`config.mk`:
```
export PLATFORM = sky130hd
export DESIGN_NAME = phy_stat_regs
export DESIGN_NICKNAME = d
export VERILOG_FILES = /design/src/rtl/phy_stat_pkg.sv /design/src/rtl/stat_edge_qual.sv /design/src/rtl/evt_latch.sv /design/src/rtl/scratch_byte.sv /design/src/rtl/phy_stat_regs.sv
export SDC_FILE = /design/constraint.sdc
export NUM_CORES = 1
export LEC_CHECK = 0
export BUFFER_PORTS_ARGS = -buffer_cell sky130_fd_sc_hd__buf_2
export CORE_UTILIZATION = 46
export CTS_CLUSTER_DIAMETER = 60
export CTS_CLUSTER_SIZE = 30
export DETAILED_ROUTE_END_ITERATION = 7
export GPL_ROUTABILITY_DRIVEN = 0
export PLACE_DENSITY_LB_ADDON = 0.12
export SKIP_CTS_REPAIR_TIMING = 1
export SLEW_MARGIN = 15
export SYNTH_ARGS = -nofsm -noshare
export SYNTH_HDL_FRONTEND = slang
export SYNTH_SLANG_ARGS = --single-unit
```
`constraint.sdc`:
```
create_clock -name clk -period 2.9 [get_ports clk]
set_input_delay 0.87 -clock clk [delete_from_list [all_inputs] [get_ports clk]]
set_output_delay 0.87 -clock clk [all_outputs]
set_load 0.01 [all_outputs]
```
`src/rtl/phy_stat_pkg.sv`:
```
package phy_stat_pkg;

    localparam int unsigned DATA_W  = 8;
    localparam int unsigned ADDR_W  = 8;
    localparam int unsigned N_STAT  = 5;
    localparam int unsigned LS_W    = 2;

    localparam logic [ADDR_W-1:0] ADR_EVT     = 8'h14;
    localparam logic [ADDR_W-1:0] ADR_DBG     = 8'h15;
    localparam logic [ADDR_W-1:0] ADR_SCR_LD  = 8'h16;
    localparam logic [ADDR_W-1:0] ADR_SCR_SET = 8'h17;
    localparam logic [ADDR_W-1:0] ADR_SCR_CLR = 8'h18;

    typedef enum logic [1:0] {
        RSEL_NONE,
        RSEL_EVT,
        RSEL_DBG,
        RSEL_SCR
    } rsel_e;

    typedef enum logic [1:0] {
        SOP_HOLD,
        SOP_LOAD,
        SOP_SET,
        SOP_CLR
    } sop_e;

    typedef struct packed {
        rsel_e rsel;
        sop_e  sop;
        logic  evt_clr;
    } dec_t;

    function automatic dec_t decode(input logic [ADDR_W-1:0] a,
                                    input logic rd, input logic wr);
        dec_t d;
        d.rsel    = RSEL_NONE;
        d.sop     = SOP_HOLD;
        d.evt_clr = 1'b0;
        unique case (a)
            ADR_EVT: begin
                d.rsel    = RSEL_EVT;
                d.evt_clr = rd;
            end
            ADR_DBG: d.rsel = RSEL_DBG;
            ADR_SCR_LD: begin
                d.rsel = RSEL_SCR;
                if (wr) d.sop = SOP_LOAD;
            end
            ADR_SCR_SET: begin
                d.rsel = RSEL_SCR;
                if (wr) d.sop = SOP_SET;
            end
            ADR_SCR_CLR: begin
                d.rsel = RSEL_SCR;
                if (wr) d.sop = SOP_CLR;
            end
            default: ;
        endcase
        return d;
    endfunction

endpackage

```
`src/rtl/stat_edge_qual.sv`:
```
module stat_edge_qual #(
    parameter int unsigned N = 5
) (
    input  logic         clk,
    input  logic         rst,
    input  logic [N-1:0] stat_in,
    input  logic [N-1:0] rise_en,
    input  logic [N-1:0] fall_en,
    output logic [N-1:0] evt
);
    logic [N-1:0] prev_q;

    // Tracks the input during reset so a level present at release is not an edge.
    always_ff @(posedge clk) begin
        prev_q <= stat_in;
    end

    for (genvar i = 0; i < N; i++) begin : g_bit
        logic rise_w, fall_w;
        assign rise_w = stat_in[i] & ~prev_q[i];
        assign fall_w = ~stat_in[i] & prev_q[i];
        assign evt[i] = ~rst & ((rise_w & rise_en[i]) | (fall_w & fall_en[i]));
    end
endmodule

```
`src/rtl/evt_latch.sv`:
```
module evt_latch #(
    parameter int unsigned N = 5
) (
    input  logic         clk,
    input  logic         rst,
    input  logic [N-1:0] evt,
    input  logic         clr,
    output logic [N-1:0] q
);
    always_ff @(posedge clk) begin
        if (rst)
            q <= '0;
        else if (clr)
            q <= evt;          // concurrent events survive the clear
        else
            q <= q | evt;
    end
endmodule

```
`src/rtl/scratch_byte.sv`:
```
module scratch_byte
    import phy_stat_pkg::*;
#(
    parameter int unsigned W = 8
) (
    input  logic         clk,
    input  logic         rst,
    input  sop_e         op,
    input  logic [W-1:0] wdata,
    output logic [W-1:0] q
);
    always_ff @(posedge clk) begin
        if (rst) begin
            q <= '0;
        end else begin
            unique case (op)
                SOP_LOAD: q <= wdata;
                SOP_SET:  q <= q | wdata;
                SOP_CLR:  q <= q & ~wdata;
                default:  q <= q;
            endcase
        end
    end
endmodule

```
`src/rtl/phy_stat_regs.sv`:
```
module phy_stat_regs
    import phy_stat_pkg::*;
#(
    parameter int unsigned DW = DATA_W,
    parameter int unsigned AW = ADDR_W,
    parameter int unsigned N  = N_STAT,
    parameter int unsigned LW = LS_W
) (
    input  logic          clk,
    input  logic          rst,
    input  logic [AW-1:0] reg_addr,
    input  logic          reg_rd,
    input  logic          reg_wr,
    input  logic [DW-1:0] reg_wdata,
    output logic [DW-1:0] reg_rdata,
    input  logic [N-1:0]  stat_in,
    input  logic [N-1:0]  rise_en,
    input  logic [N-1:0]  fall_en,
    input  logic [LW-1:0] line_state
);
    localparam int unsigned EVT_PAD = DW - N;
    localparam int unsigned DBG_PAD = DW - LW;

    dec_t          dec;
    logic [N-1:0]  evt;
    logic [N-1:0]  latch_q;
    logic [DW-1:0] scr_q;

    assign dec = decode(reg_addr, reg_rd, reg_wr);

    stat_edge_qual #(.N(N)) i_qual (
        .clk     (clk),
        .rst     (rst),
        .stat_in (stat_in),
        .rise_en (rise_en),
        .fall_en (fall_en),
        .evt     (evt)
    );

    evt_latch #(.N(N)) i_latch (
        .clk (clk),
        .rst (rst),
        .evt (evt),
        .clr (dec.evt_clr),
        .q   (latch_q)
    );

    scratch_byte #(.W(DW)) i_scr (
        .clk   (clk),
        .rst   (rst),
        .op    (dec.sop),
        .wdata (reg_wdata),
        .q     (scr_q)
    );

    always_comb begin
        unique case (dec.rsel)
            RSEL_EVT: reg_rdata = {{EVT_PAD{1'b0}}, latch_q};
            RSEL_DBG: reg_rdata = {{DBG_PAD{1'b0}}, line_state};
            RSEL_SCR: reg_rdata = scr_q;
            default:  reg_rdata = '0;
        endcase
    end
endmodule

```
== Yosys cells after proc, flatten, opt, wreduce, memory -nomap -nowiden ==
Cells that the tools add are included.

* Register bits after elaboration: 18
* Input bits: 37
* Output and inout port bits: 8
* Word-level logic and storage cells: 70

* Equal/unequal tests: 11
* Multiplexer cells: 9
* Bitwise operators: 45
* Reductions and logical operators: 2

{| class="wikitable"
|+ Operators by type and width
! cell !! count
|-
| one-hot mux 8 bit (3 select lines) || 2
|-
| == test 8 x 5 -> 1 bit, second input constant || 5
|-
| AND 1 bit || 25
|-
| one-hot mux 2 bit (3 select lines) || 2
|-
| inverter 1 bit || 11
|-
| AND 8 bit || 1
|-
| == test 2 bit, second input constant || 4
|-
| inverter 8 bit || 1
|-
| bitwise OR 8 bit || 1
|-
| 2-to-1 mux 5 bit || 1
|-
| bitwise OR 1 bit || 5
|-
| bitwise OR 5 bit || 1
|-
| == test 2 x 1 -> 1 bit, second input constant || 2
|-
| 2-to-1 mux 2 bit || 2
|-
| nonzero test 3 bit || 1
|-
| OR reduction 3 bit || 1
|-
| 2-to-1 mux 1 bit || 2
|}

== Depth between registers and ports, before layout ==
Gate-level depths: netlist (run 1).

* Depth after elaboration: 7
* Mapped depth: 4
* Mapped depth without buffers: 3

== Cells and area by module ==
Synthesis (run 1) repeated with hierarchy kept, for this count alone.

* Cells, all modules: 111
* Area, all modules: 937.1 um^2

{| class="wikitable"
|+ Modules (own cells, without submodules)
! module !! instances !! cells an instance !! area each (um^2)
|-
| scratch_byte || 1 || 43 || 344.1
|-
| phy_stat_regs || 1 || 28 || 217.7
|-
| stat_edge_qual || 1 || 20 || 200.2
|-
| evt_latch || 1 || 20 || 175.2
|}

== Worst setup path after synthesis (run 1) ==
OpenSTA, ideal clock, no wires.

* Kind: input -> output
* Start point: in reg_addr[7]
* End point: out reg_rdata[2]
* Arrival time: 1.765 ns
* Path slack: 0.265 ns
* Stages on the path: 4
* Path buffers: 1
* Cell sequence: nor4b_4 -> buf_4 -> and3_1 -> a22o_2

* Longest elaborated chain between the ends: 5
* Elaborated cells on any way between the ends: 11
* Those cells by class: eq/ne: 8; mux: 2; reduce/logical: 1

{| class="wikitable"
|+ RTL lines
! element !! RTL line !! source
|-
| start: declaration || phy_stat_regs.sv:11 || <nowiki>input logic [AW-1:0] reg_addr,</nowiki>
|-
| == test 8 x 5 -> 1 bit || phy_stat_pkg.sv:40 || <nowiki>unique case (a)</nowiki>
|-
| OR reduction 3 bit (no line) || - ||
|-
| one-hot mux 2 bit (3 select lines) (*) || phy_stat_pkg.sv:40 ||
|-
| == test 2 bit / == test 2 x 1 -> 1 bit (equally long branches) || phy_stat_regs.sv:57 || <nowiki>unique case (dec.rsel)</nowiki>
|-
| one-hot mux 8 bit (3 select lines) (*) || phy_stat_regs.sv:57 ||
|-
| end: declaration || phy_stat_regs.sv:15 || <nowiki>output logic [DW-1:0] reg_rdata,</nowiki>
|}

Mark *: on every way between the ends. The rest lies on a longest branch, timed or not.

== Final worst setup path (run 1) ==
* Start point: in reg_addr[7]
* End point: out reg_rdata[3]

The elaborated chain is that of the path after synthesis.

==> qor.txt, run 1 <==
clock buffers created by TritonCTS -> 3
fraction of final layout cells with drive strength greater than 1 -> 41.45%
Crit path required time -> 2030 ps
Total GRT Usage -> 22.12%
aggregate global routing overflow -> 0
pin slew with the least headroom to its limit -> 481.5 ps
worst setup path category -> input port to output pin
First DRT Iteration DRCs -> 12
critical path peak fanout -> 4
aggregate routed wire length -> 2.596 mm
clock network latency to the later pin of the worst-skew pair -> 300 ps
maximum VDD drop -> 0.0002833 V
area delta synth->final -> 29.08%
CTS H-Tree Depth -> 1
post-synth cell types -> 27
maximum number of pins on one net before global-route repair -> 24
gate count of the mapped netlist -> 106
clock transition at the registers of the reported paths -> 100 ps
placed wire-length estimate -> 1.931 mm
final net count -> 190
via count of the first global-routing pass -> 965
number of fillers in the final layout -> 180
drc violations -> 0
io pins -> 45
most frequent cells after synthesis -> sky130_fd_sc_hd__dfxtp_1, sky130_fd_sc_hd__nand3b_1, sky130_fd_sc_hd__nand4_1, sky130_fd_sc_hd__nor3b_1, sky130_fd_sc_hd__o21ai_0
area of the core -> 2022 um2
share of the clock period used by the worst path -> 95.50%
power density over cell area -> 375.2 nW/um2
initial standard-cell utilization of the core -> 50.00%
root buffer cell -> sky130_fd_sc_hd__clkbuf_4
fin. max-slew vios -> 0
share of synthesized registers carrying an async set or reset -> 0%
syn_nets -> 143
number of rows in the core area -> 16
placed standard-cell area -> 1269 um2
Hold/Removal Path Class -> flip-flop to flip-flop
warning count from the yosys run -> 0
post-DR wirelength/cell -> 14.50 um
count of endpoints failing setup in the final report -> 0
most common cell in the synthesized netlist -> sky130_fd_sc_hd__dfxtp_1
endpoint kind of the worst setup timing path -> output pin
detailed-routing iteration count for the pre-antenna-repair pass -> 4
most used flip-flop cell after synthesis -> sky130_fd_sc_hd__dfxtp_1
minimum period implied by the final worst setup slack -> 2769 ps
Syn Area/Cell -> 9.537 um2
leakage dissipation -> 0.5909 nW
via total after detailed routing -> 1026
number of flops mapped to enable cells by yosys -> 0
cell type contributing the most total cell area after synthesis -> sky130_fd_sc_hd__dfxtp_1
total power draw -> 0.4897 mW
area occupied by multi-input gates -> 598.1 um2
maximum number of buffers from clock root to sink -> 2
Slew HR -> 67.48%
antenna violations before repair -> 0
Fin Clk Skew -> 5.569 ps
Die ar. -> 2389 um2
clock sink count -> 18
worst-case register-to-register setup slack -> 2070 ps
startpoint class of the critical path -> input port
final non-filler cell area -> 1305 um2
total negative slack -> 0 ps
Die Wd -> 48.88 um
post-route antenna net violation count -> 0
Netlist Area Pre-Place -> 1011 um2
area share of the leading cell type in the synthesized netlist -> 35.64%
run status -> complete, no violations
FMAX -> 361.1 MHz
TritonCTS clock tree -> done
Final Hold Violating Endpoints -> 0
count of buffers from port buffering -> 44
first-pass GRT wire length -> 4.098 mm
Synth area leaders -> sky130_fd_sc_hd__dfxtp_1, sky130_fd_sc_hd__nand3b_1, sky130_fd_sc_hd__o311ai_1, sky130_fd_sc_hd__nor3b_1, sky130_fd_sc_hd__nand4_1
proportion of synthesized chip area in sequential cells -> 35.64%
Max Cap Violations -> 0
height of the chip -> 48.88 um
sequential cell area -> 360.3 um2
number of inserted diodes -> 0
post-synthesis sequential element count -> 18
unrepaired setup endpoints after global routing -> false
data arrival time of the critical path -> 1900 ps
Vias/cell -> 5.732
==> cells in the final DEF (no fill, tap or decap), types with 2 or more instances in the layout <==
cell type,n
sky130_fd_sc_hd__buf_2,44
sky130_fd_sc_hd__dfxtp_1,18
sky130_fd_sc_hd__nand3b_1,11
sky130_fd_sc_hd__nand4_1,8
sky130_fd_sc_hd__nor3b_1,8
sky130_fd_sc_hd__o21ai_0,8
sky130_fd_sc_hd__inv_1,7
sky130_fd_sc_hd__o311ai_1,7
sky130_fd_sc_hd__a21oi_1,5
sky130_fd_sc_hd__a21o_1,5
sky130_fd_sc_hd__buf_4,4
sky130_fd_sc_hd__and2_2,3
sky130_fd_sc_hd__a22o_2,3
sky130_fd_sc_hd__clkbuf_4,3
sky130_fd_sc_hd__nor4b_4,2
sky130_fd_sc_hd__and3b_1,2
sky130_fd_sc_hd__mux2i_1,2
sky130_fd_sc_hd__o2bb2ai_1,2
==> flip-flops by register name (all words and copies together), names as in the netlist <==
signal,count
i_latch.q,5
i_qual.prev_q,5
i_scr.q,8
==> final cells by class <==
cell class,instances,share of cell area [%]
clock buffers,4,2.780
well taps,27,2.589
inverters,7,2.013
flip-flops and latches,18,27.61
multi-input cells,75,45.83
repair buffers,48,19.18
==> kinds of logic after synthesis <==
group	Yosys count	synth area share [%]
compound gates	34	26.24
buf+inv	13	5.199
flops	18	35.64
simple gates	39	30.94
mux	2	1.980
==> where the power goes <==
part	internal [mW]	switching, mW
logic	0.0352	0.0355
registers	0.258	0.00497
clock network	0.0765	0.0799
total	0.369	0.120
==> through the flow <==
stage	setup slack, ps	std cells	utilization [%]	hold slack (ps)
3_3_place_gp	141.1	175	62.75	437.0
6_report	130.6	179	64.54	463.5
4_1_cts	114.8	179	64.54	464.4
5_1_grt	78.78	179	64.54	481.5
2_1_floorplan	265.2	106	-	425.4
3_5_place_dp	124.6	175	62.75	440.1
==> layer usage <==
metal	global-route usage, %	routed length [um]	vias to the layer above
met1	26.73	1124	476
met5	0	0	-
met2	39.35	1289	45
met3	4.673	165	2
li1	-	-	503
met4	5.882	17	0
==> critical path, stage by stage <==
cell and delay, ps:
sky130_fd_sc_hd__buf_2 120, sky130_fd_sc_hd__nor4b_4 350, sky130_fd_sc_hd__and3_1 280, sky130_fd_sc_hd__a22o_2 160
sky130_fd_sc_hd__buf_2 120
==> final timing paths <==
check / from / endpoint / depth (start not counted)
max reg2reg: i_scr.q[3]$_SDFFE_PP0P_ / i_scr.q[3]$_SDFFE_PP0P_ / 3
max: reg_addr[7] / reg_rdata[3] / 5
min reg2reg: i_latch.q[0]$_SDFF_PP0_ / i_latch.q[0]$_SDFF_PP0_ / 1
min: i_latch.q[0]$_SDFF_PP0_ / i_latch.q[0]$_SDFF_PP0_ / 1
No activity file was read; power rests on OpenSTA's default activity.
==> run 2: changes to the inputs <==
--- a/config.mk
+++ b/config.mk
@@ -6,6 +6,7 @@
 export NUM_CORES = 1
 export LEC_CHECK = 0
 export BUFFER_PORTS_ARGS = -buffer_cell sky130_fd_sc_hd__buf_2
+export CORE_MARGIN = 3
 export CORE_UTILIZATION = 46
 export CTS_CLUSTER_DIAMETER = 60
 export CTS_CLUSTER_SIZE = 30
==> run 2 against run 1 <==
  * Power down 0.55%
  * Clock skew up 1.4 ps
  * Global-route usage down 1.8 points
  * Die area up 17%
  * Clock power about the same
  * Final cell count unchanged
  * Non-clock buffer count unchanged
  * Fmax down 0.45%
  * Setup slack worse by 13 ps
  * Final area unchanged
  * Sequential share of layout area unchanged
  * Routed wire length up 4.7%
==> qor.txt, run 2 (synthesis results as in run 1) <==
run status -> complete, no violations
Vias/cell -> 5.888 (+2.7%)
commonest cells after routing, fill and taps aside -> sky130_fd_sc_hd__buf_2, sky130_fd_sc_hd__dfxtp_1, sky130_fd_sc_hd__nand3b_1
via count of the first global-routing pass -> 1006 (+4.2%)
post-DR wirelength/cell -> 15.19 um (+4.7%)
unrepaired setup endpoints after global routing -> false
data arrival time of the critical path -> 1910 ps (about the same)
power share of the clock group -> 31.5% (-0.4 points)
root buffer cell -> sky130_fd_sc_hd__clkbuf_4
core utilization of the finished layout -> 64.54% (unchanged)
TritonCTS clock tree -> done
maximum number of buffers from clock root to sink -> 2 (unchanged)
pin slew with the least headroom to its limit -> 543.9 ps (+62.43 ps)
leakage dissipation -> 0.5909 nW (unchanged)
Crit path required time -> 2030 ps (about the same)
total negative slack -> 0 ps (unchanged)
clock sink count -> 18 (unchanged)
hold_ws -> 467.0 ps (+3.574 ps)
Die Wd -> 52.88 um (+8.2%)
Final Hold Violating Endpoints -> 0 (unchanged)
proportion of power drawn by flip-flops and latches -> 53.9% (+0.3 points)
Internal Pwr Total -> 0.3694 mW (about the same)
Cell Count, Final, Fillers Out -> 179 (unchanged)
Max Cap Violations -> 0 (unchanged)
number of inserted diodes -> 0 (unchanged)
share of the clock period used by the worst path -> 95.93% (+0.44 points)
clock buffers created by TritonCTS -> 3 (unchanged)
height of the chip -> 52.88 um (+8.2%)
registers with the most flip-flops -> i_scr.q x8, i_latch.q x5, i_qual.prev_q x5
antenna violations before repair -> 0 (unchanged)
FMAX -> 359.4 MHz (-0.45%)
number of flip-flops under the largest register name -> 8 (unchanged)
maximum number of pins on one net before global-route repair -> 24 (unchanged)
count of buffers from port buffering -> 44 (unchanged)
io pins -> 45 (unchanged)
power share of the combinational group -> 14.5% (about the same)
clock transition at the registers of the reported paths -> 100 ps (about the same)
count of endpoints failing setup in the final report -> 0 (unchanged)
placed insts -> 175 (unchanged)
worst setup path category -> input port to output pin
switching part of the total power -> 24.16% (-0.41 points)
commonest non-fill, non-tap cell in the layout -> sky130_fd_sc_hd__buf_2
Reg with most FFs -> i_scr.q
minimum period implied by the final worst setup slack -> 2782 ps (+12.64 ps)
startpoint class of the critical path -> input port
First DRT Iteration DRCs -> 28 (+16)
fraction of final layout cells with drive strength greater than 1 -> 41.45% (unchanged)
initial standard-cell utilization of the core -> 50.00% (unchanged)
number of rows in the core area -> 16 (unchanged)
power density over cell area -> 373.2 nW/um2 (-0.55%)
CTS H-Tree Depth -> 1 (unchanged)
drc violations -> 0 (unchanged)
endpoint kind of the worst setup timing path -> output pin
detailed-routing iteration count for the pre-antenna-repair pass -> 5 (+1)
Slew HR -> 63.26% (-4.2 points)
critical path peak fanout -> 4 (unchanged)
Die ar. -> 2796 um2 (+17%)
clock network latency to the later pin of the worst-skew pair -> 290 ps (about the same)
aggregate routed wire length -> 2.719 mm (+4.7%)
Total GRT Usage -> 20.34% (-1.8 points)
area of the core -> 2022 um2 (unchanged)
fin. max-slew vios -> 0 (unchanged)
maximum VDD drop -> 0.0002970 V (+4.8%)
area delta synth->final -> 29.08% (unchanged)
via total after detailed routing -> 1054 (+2.7%)
aggregate global routing overflow -> 0 (unchanged)
Hold/Removal Path Class -> flip-flop to flip-flop
net switching power figure -> 0.1177 mW (-2.2%)
first-pass GRT wire length -> 4.188 mm (+2.2%)
Fin Clk Skew -> 6.991 ps (+1.422 ps)
placed wire-length estimate -> 1.998 mm (+3.5%)
post-route antenna net violation count -> 0 (unchanged)
final net count -> 190 (unchanged)
run 2: cell counts in the layout (fill, tap and decap cells not counted):
Identical to the previous run, type by type.
run 2: worst paths after layout:
| kind | start | to | slack (ps) | cells after the start |
|---|---|---|---|---|
| min reg2reg | i_latch.q[0]$_SDFF_PP0_ | i_latch.q[0]$_SDFF_PP0_ | 470 | 1 |
| min | i_latch.q[0]$_SDFF_PP0_ | i_latch.q[0]$_SDFF_PP0_ | 470 | 1 |
| max reg2reg | i_scr.q[4]$_SDFFE_PP0P_ | i_scr.q[4]$_SDFFE_PP0P_ | 2040 | 3 |
| max | reg_addr[7] | reg_rdata[3] | 120 | 5 |
run 2: area by class of cell:
class,count,area (um2)
Tap cell,27,33.78
Multi-Input combinational cell,75,598.1
Clock buffer,4,36.28
Inverter,7,26.28
Timing Repair Buffer,48,250.2
Fill cell,180,716.9
Sequential cell,18,360.3
run 2: worst max-delay path, stage by stage:
cell and delay, ps:
sky130_fd_sc_hd__buf_2 120, sky130_fd_sc_hd__nor4b_4 360, sky130_fd_sc_hd__and3_1 290, sky130_fd_sc_hd__a22o_2 150, sky130_fd_sc_hd__buf_2 120
run 2: layer usage:
layer | part of all wire (%) | wire (um) | global-route usage (%) | up-vias
li1 | - | - | - | 504
met3 | 9.2 | 251 | 3.662 | 6
met4 | 1.4 | 37 | 8.511 | 0
met5 | 0 | 0 | 0 | -
met2 | 50 | 1353 | 37.60 | 55
met1 | 40 | 1078 | 22.41 | 489
run 2: power by group through the flow:
stage / sequential (mW) / combinational [mW] / clock (mW)
floorplan: 0.267 / 0.0298 / 0
global placement: 0.268 / 0.0674 / 0
detailed placement: 0.268 / 0.0703 / 0
CTS: 0.263 / 0.0709 / 0.158
global route: 0.264 / 0.0770 / 0.170
finish: 0.263 / 0.0707 / 0.154
run 2: stage by stage:
step                      setup WS [ps]  area [um2]  total power, mW
final                             117.9        1305           0.4870
after global routing              86.18        1305           0.5104
after CTS                         124.8        1305           0.4916
after detailed placement          137.5        1269           0.3387
after global placement            141.4        1269           0.3353
after floorplan                   265.2        1011           0.2968
==> run 3: changes to the inputs <==
--- a/config.mk
+++ b/config.mk
@@ -5,8 +5,9 @@
 export SDC_FILE = /design/constraint.sdc
 export NUM_CORES = 1
 export LEC_CHECK = 0
+export ABC_AREA = 0
 export BUFFER_PORTS_ARGS = -buffer_cell sky130_fd_sc_hd__buf_2
-export CORE_MARGIN = 3
+export CORE_MARGIN = 2
 export CORE_UTILIZATION = 46
 export CTS_CLUSTER_DIAMETER = 60
 export CTS_CLUSTER_SIZE = 30
@@ -18,3 +19,4 @@
 export SYNTH_ARGS = -nofsm -noshare
 export SYNTH_HDL_FRONTEND = slang
 export SYNTH_SLANG_ARGS = --single-unit
+export TNS_END_PERCENT = 20
==> run 3 against run 2 <==
  * Setup slack worse by 17 ps
  * Non-clock buffer count stayed put
  * Hold slack worse by 8.1 ps
  * Register-to-register slack better by 30 ps
  * Die area is 7.4% lower
  * Count of clock-buffer cells in the layout is 1 lower
==> qor.txt, run 3 (synthesis results as in run 1) <==
registers with the most flip-flops -> i_scr.q x8, i_latch.q x5, i_qual.prev_q x5
maximum number of buffers from clock root to sink -> 2 (unchanged)
via count of the first global-routing pass -> 977 (-2.9%)
count of buffers from port buffering -> 44 (unchanged)
endpoint kind of the worst setup timing path -> output pin
Final Hold Violating Endpoints -> 0 (unchanged)
height of the chip -> 50.88 um (-3.8%)
r2r startpoint -> i_scr.q[4]$_SDFFE_PP0P_
initial standard-cell utilization of the core -> 50.00% (unchanged)
via total after detailed routing -> 1021 (-3.1%)
leakage dissipation -> 0.5837 nW (-1.2%)
Hold/Removal Path Class -> flip-flop to flip-flop
CTS H-Tree Depth -> 1 (unchanged)
maximum number of pins on one net before global-route repair -> 24 (unchanged)
number of inserted diodes -> 0 (unchanged)
fin. max-slew vios -> 0 (unchanged)
antenna violations before repair -> 0 (unchanged)
clock sink count -> 18 (unchanged)
Die ar. -> 2589 um2 (-7.4%)
critical path cell sequence -> buf_2, nor4b_4, and3_1, a22o_2, buf_2
placed wire-length estimate -> 1.905 mm (-4.7%)
Critical Path Most Common Cell -> sky130_fd_sc_hd__buf_2
number of flip-flops under the largest register name -> 8 (unchanged)
fin worst setup slack -> 101.1 ps (-16.84 ps)
clock network latency to the later pin of the worst-skew pair -> 290 ps (about the same)
root buffer cell -> sky130_fd_sc_hd__clkbuf_4
number of fillers in the final layout -> 181 (+0.56%)
Critical Path Slowest Stage Cell -> sky130_fd_sc_hd__nor4b_4
commonest non-fill, non-tap cell in the layout -> sky130_fd_sc_hd__buf_2
run status -> complete, no violations
first-pass GRT wire length -> 4.160 mm (-0.67%)
Total GRT Usage -> 21.20% (+0.86 points)
post-DR wirelength/cell -> 14.16 um (-6.8%)
TritonCTS clock tree -> done
pre-CTS setup slack -> 123.7 ps (-13.80 ps)
Slew HR -> 64.94% (+1.7 points)
worst-case register-to-register setup slack -> 2070 ps (+30 ps)
clock buffers created by TritonCTS -> 3 (unchanged)
data arrival time of the critical path -> 1930 ps (+20 ps)
FMAX -> 357.3 MHz (-0.60%)
minimum period implied by the final worst setup slack -> 2799 ps (+16.84 ps)
Reg with most FFs -> i_scr.q
fraction of final layout cells with drive strength greater than 1 -> 41.06% (-0.39 points)
Crit path required time -> 2030 ps (about the same)
drc violations -> 0 (unchanged)
area delta synth->final -> 27.72%
core utilization of the finished layout -> 63.86% (-0.68 points)
clock transition at the registers of the reported paths -> 100 ps (about the same)
pin slew with the least headroom to its limit -> 519.1 ps (-24.88 ps)
total negative slack -> 0 ps (unchanged)
placed standard-cell area -> 1269 um2 (unchanged)
final net count -> 190 (unchanged)
delay of the slowest critical-path stage -> 380 ps (+20 ps)
logic depth of the worst register-to-register path -> 3 (unchanged)
post-route antenna net violation count -> 0 (unchanged)
commonest cells after routing, fill and taps aside -> sky130_fd_sc_hd__buf_2, sky130_fd_sc_hd__dfxtp_1, sky130_fd_sc_hd__nand3b_1
area of the core -> 2022 um2 (unchanged)
aggregate routed wire length -> 2.521 mm (-7.3%)
Die Wd -> 50.88 um (-3.8%)
startpoint class of the critical path -> input port
end of the worst register-to-register path -> i_scr.q[4]$_SDFFE_PP0P_
aggregate global routing overflow -> 0 (unchanged)
final non-filler cell area -> 1291 um2 (-1.1%)
Critical Path Source -> reg_addr[7]
endpoint of the most critical setup path -> reg_rdata[3]
detailed-routing iteration count for the pre-antenna-repair pass -> 4 (-1)
worst setup path category -> input port to output pin
number of rows in the core area -> 16 (unchanged)
Max Cap Violations -> 0 (unchanged)
power density over cell area -> 353.8 nW/um2 (-5.2%)
count of endpoints failing setup in the final report -> 0 (unchanged)
maximum VDD drop -> 0.0002432 V (-18%)
First DRT Iteration DRCs -> 17 (-39%)
share of the clock period used by the worst path -> 96.51% (+0.58 points)
unrepaired setup endpoints after global routing -> false
Fin Clk Skew -> 0.4463 ps (-6.545 ps)
critical path peak fanout -> 4 (unchanged)
Vias/cell -> 5.736 (-2.6%)
io pins -> 45 (unchanged)
==> run 3: how the worst min path moves through the flow <==
stage                                       start                      end  slack, ps  cells after the start
after floorplan           i_latch.q[0]$_SDFF_PP0_  i_latch.q[0]$_SDFF_PP0_        430                      1
after global placement    i_latch.q[2]$_SDFF_PP0_  i_latch.q[2]$_SDFF_PP0_        440                      1
after detailed placement  i_latch.q[2]$_SDFF_PP0_  i_latch.q[2]$_SDFF_PP0_        440                      1
after CTS                 i_latch.q[1]$_SDFF_PP0_  i_latch.q[1]$_SDFF_PP0_        460                      1
after global routing      i_latch.q[2]$_SDFF_PP0_  i_latch.q[2]$_SDFF_PP0_        480                      1
final                     i_latch.q[2]$_SDFF_PP0_  i_latch.q[2]$_SDFF_PP0_        460                      1
==> run 3: metal layers <==
| layer | up-vias | wire length [um] | track usage (%) |
|---|---|---|---|
| li1 | 503 | - | - |
| met1 | 483 | 1146 | 25.65 |
| met2 | 30 | 1204 | 36.62 |
| met3 | 5 | 114 | 3.216 |
| met4 | 0 | 56 | 10.36 |
| met5 | - | 0 | 0 |
==> run 3: metrics by stage <==
| step | hold slack, ps | std cells | power (mW) |
|---|---|---|---|
| 4_1_cts | 464.0 | 178 | 0.4611 |
| 3_3_place_gp | 436.2 | 175 | 0.3351 |
| 6_report | 459.0 | 178 | 0.4568 |
| 5_1_grt | 475.4 | 178 | 0.4821 |
| 3_5_place_dp | 439.8 | 175 | 0.3380 |
| 2_1_floorplan | 425.4 | 106 | 0.2968 |
==> run 3: worst max-delay path, delay by kind of cell <==
family                 cells  cell delay, ps
AOI/OAI and AO/OA          1             150
buffers and inverters      2             230
and+or+nand+nor            2             670
==> run 3: area by class of cell <==
type                       count  area, um2  share of cell area (%)
timing repair buffer          48      250.2                   19.38
sequential                    18      360.3                   27.91
multi-input combinational     75      598.1                   46.32
tap                           27      33.78                   2.616
clock buffer                   3      22.52                   1.744
inverter                       7      26.28                   2.035
==> run 3: where the power goes <==
part | internal [mW] | leakage, nW | switching [mW]
registers | 0.258 | 0.148 | 0.00482
clock network | 0.0484 | 0.0138 | 0.0761
logic | 0.0352 | 0.422 | 0.0347
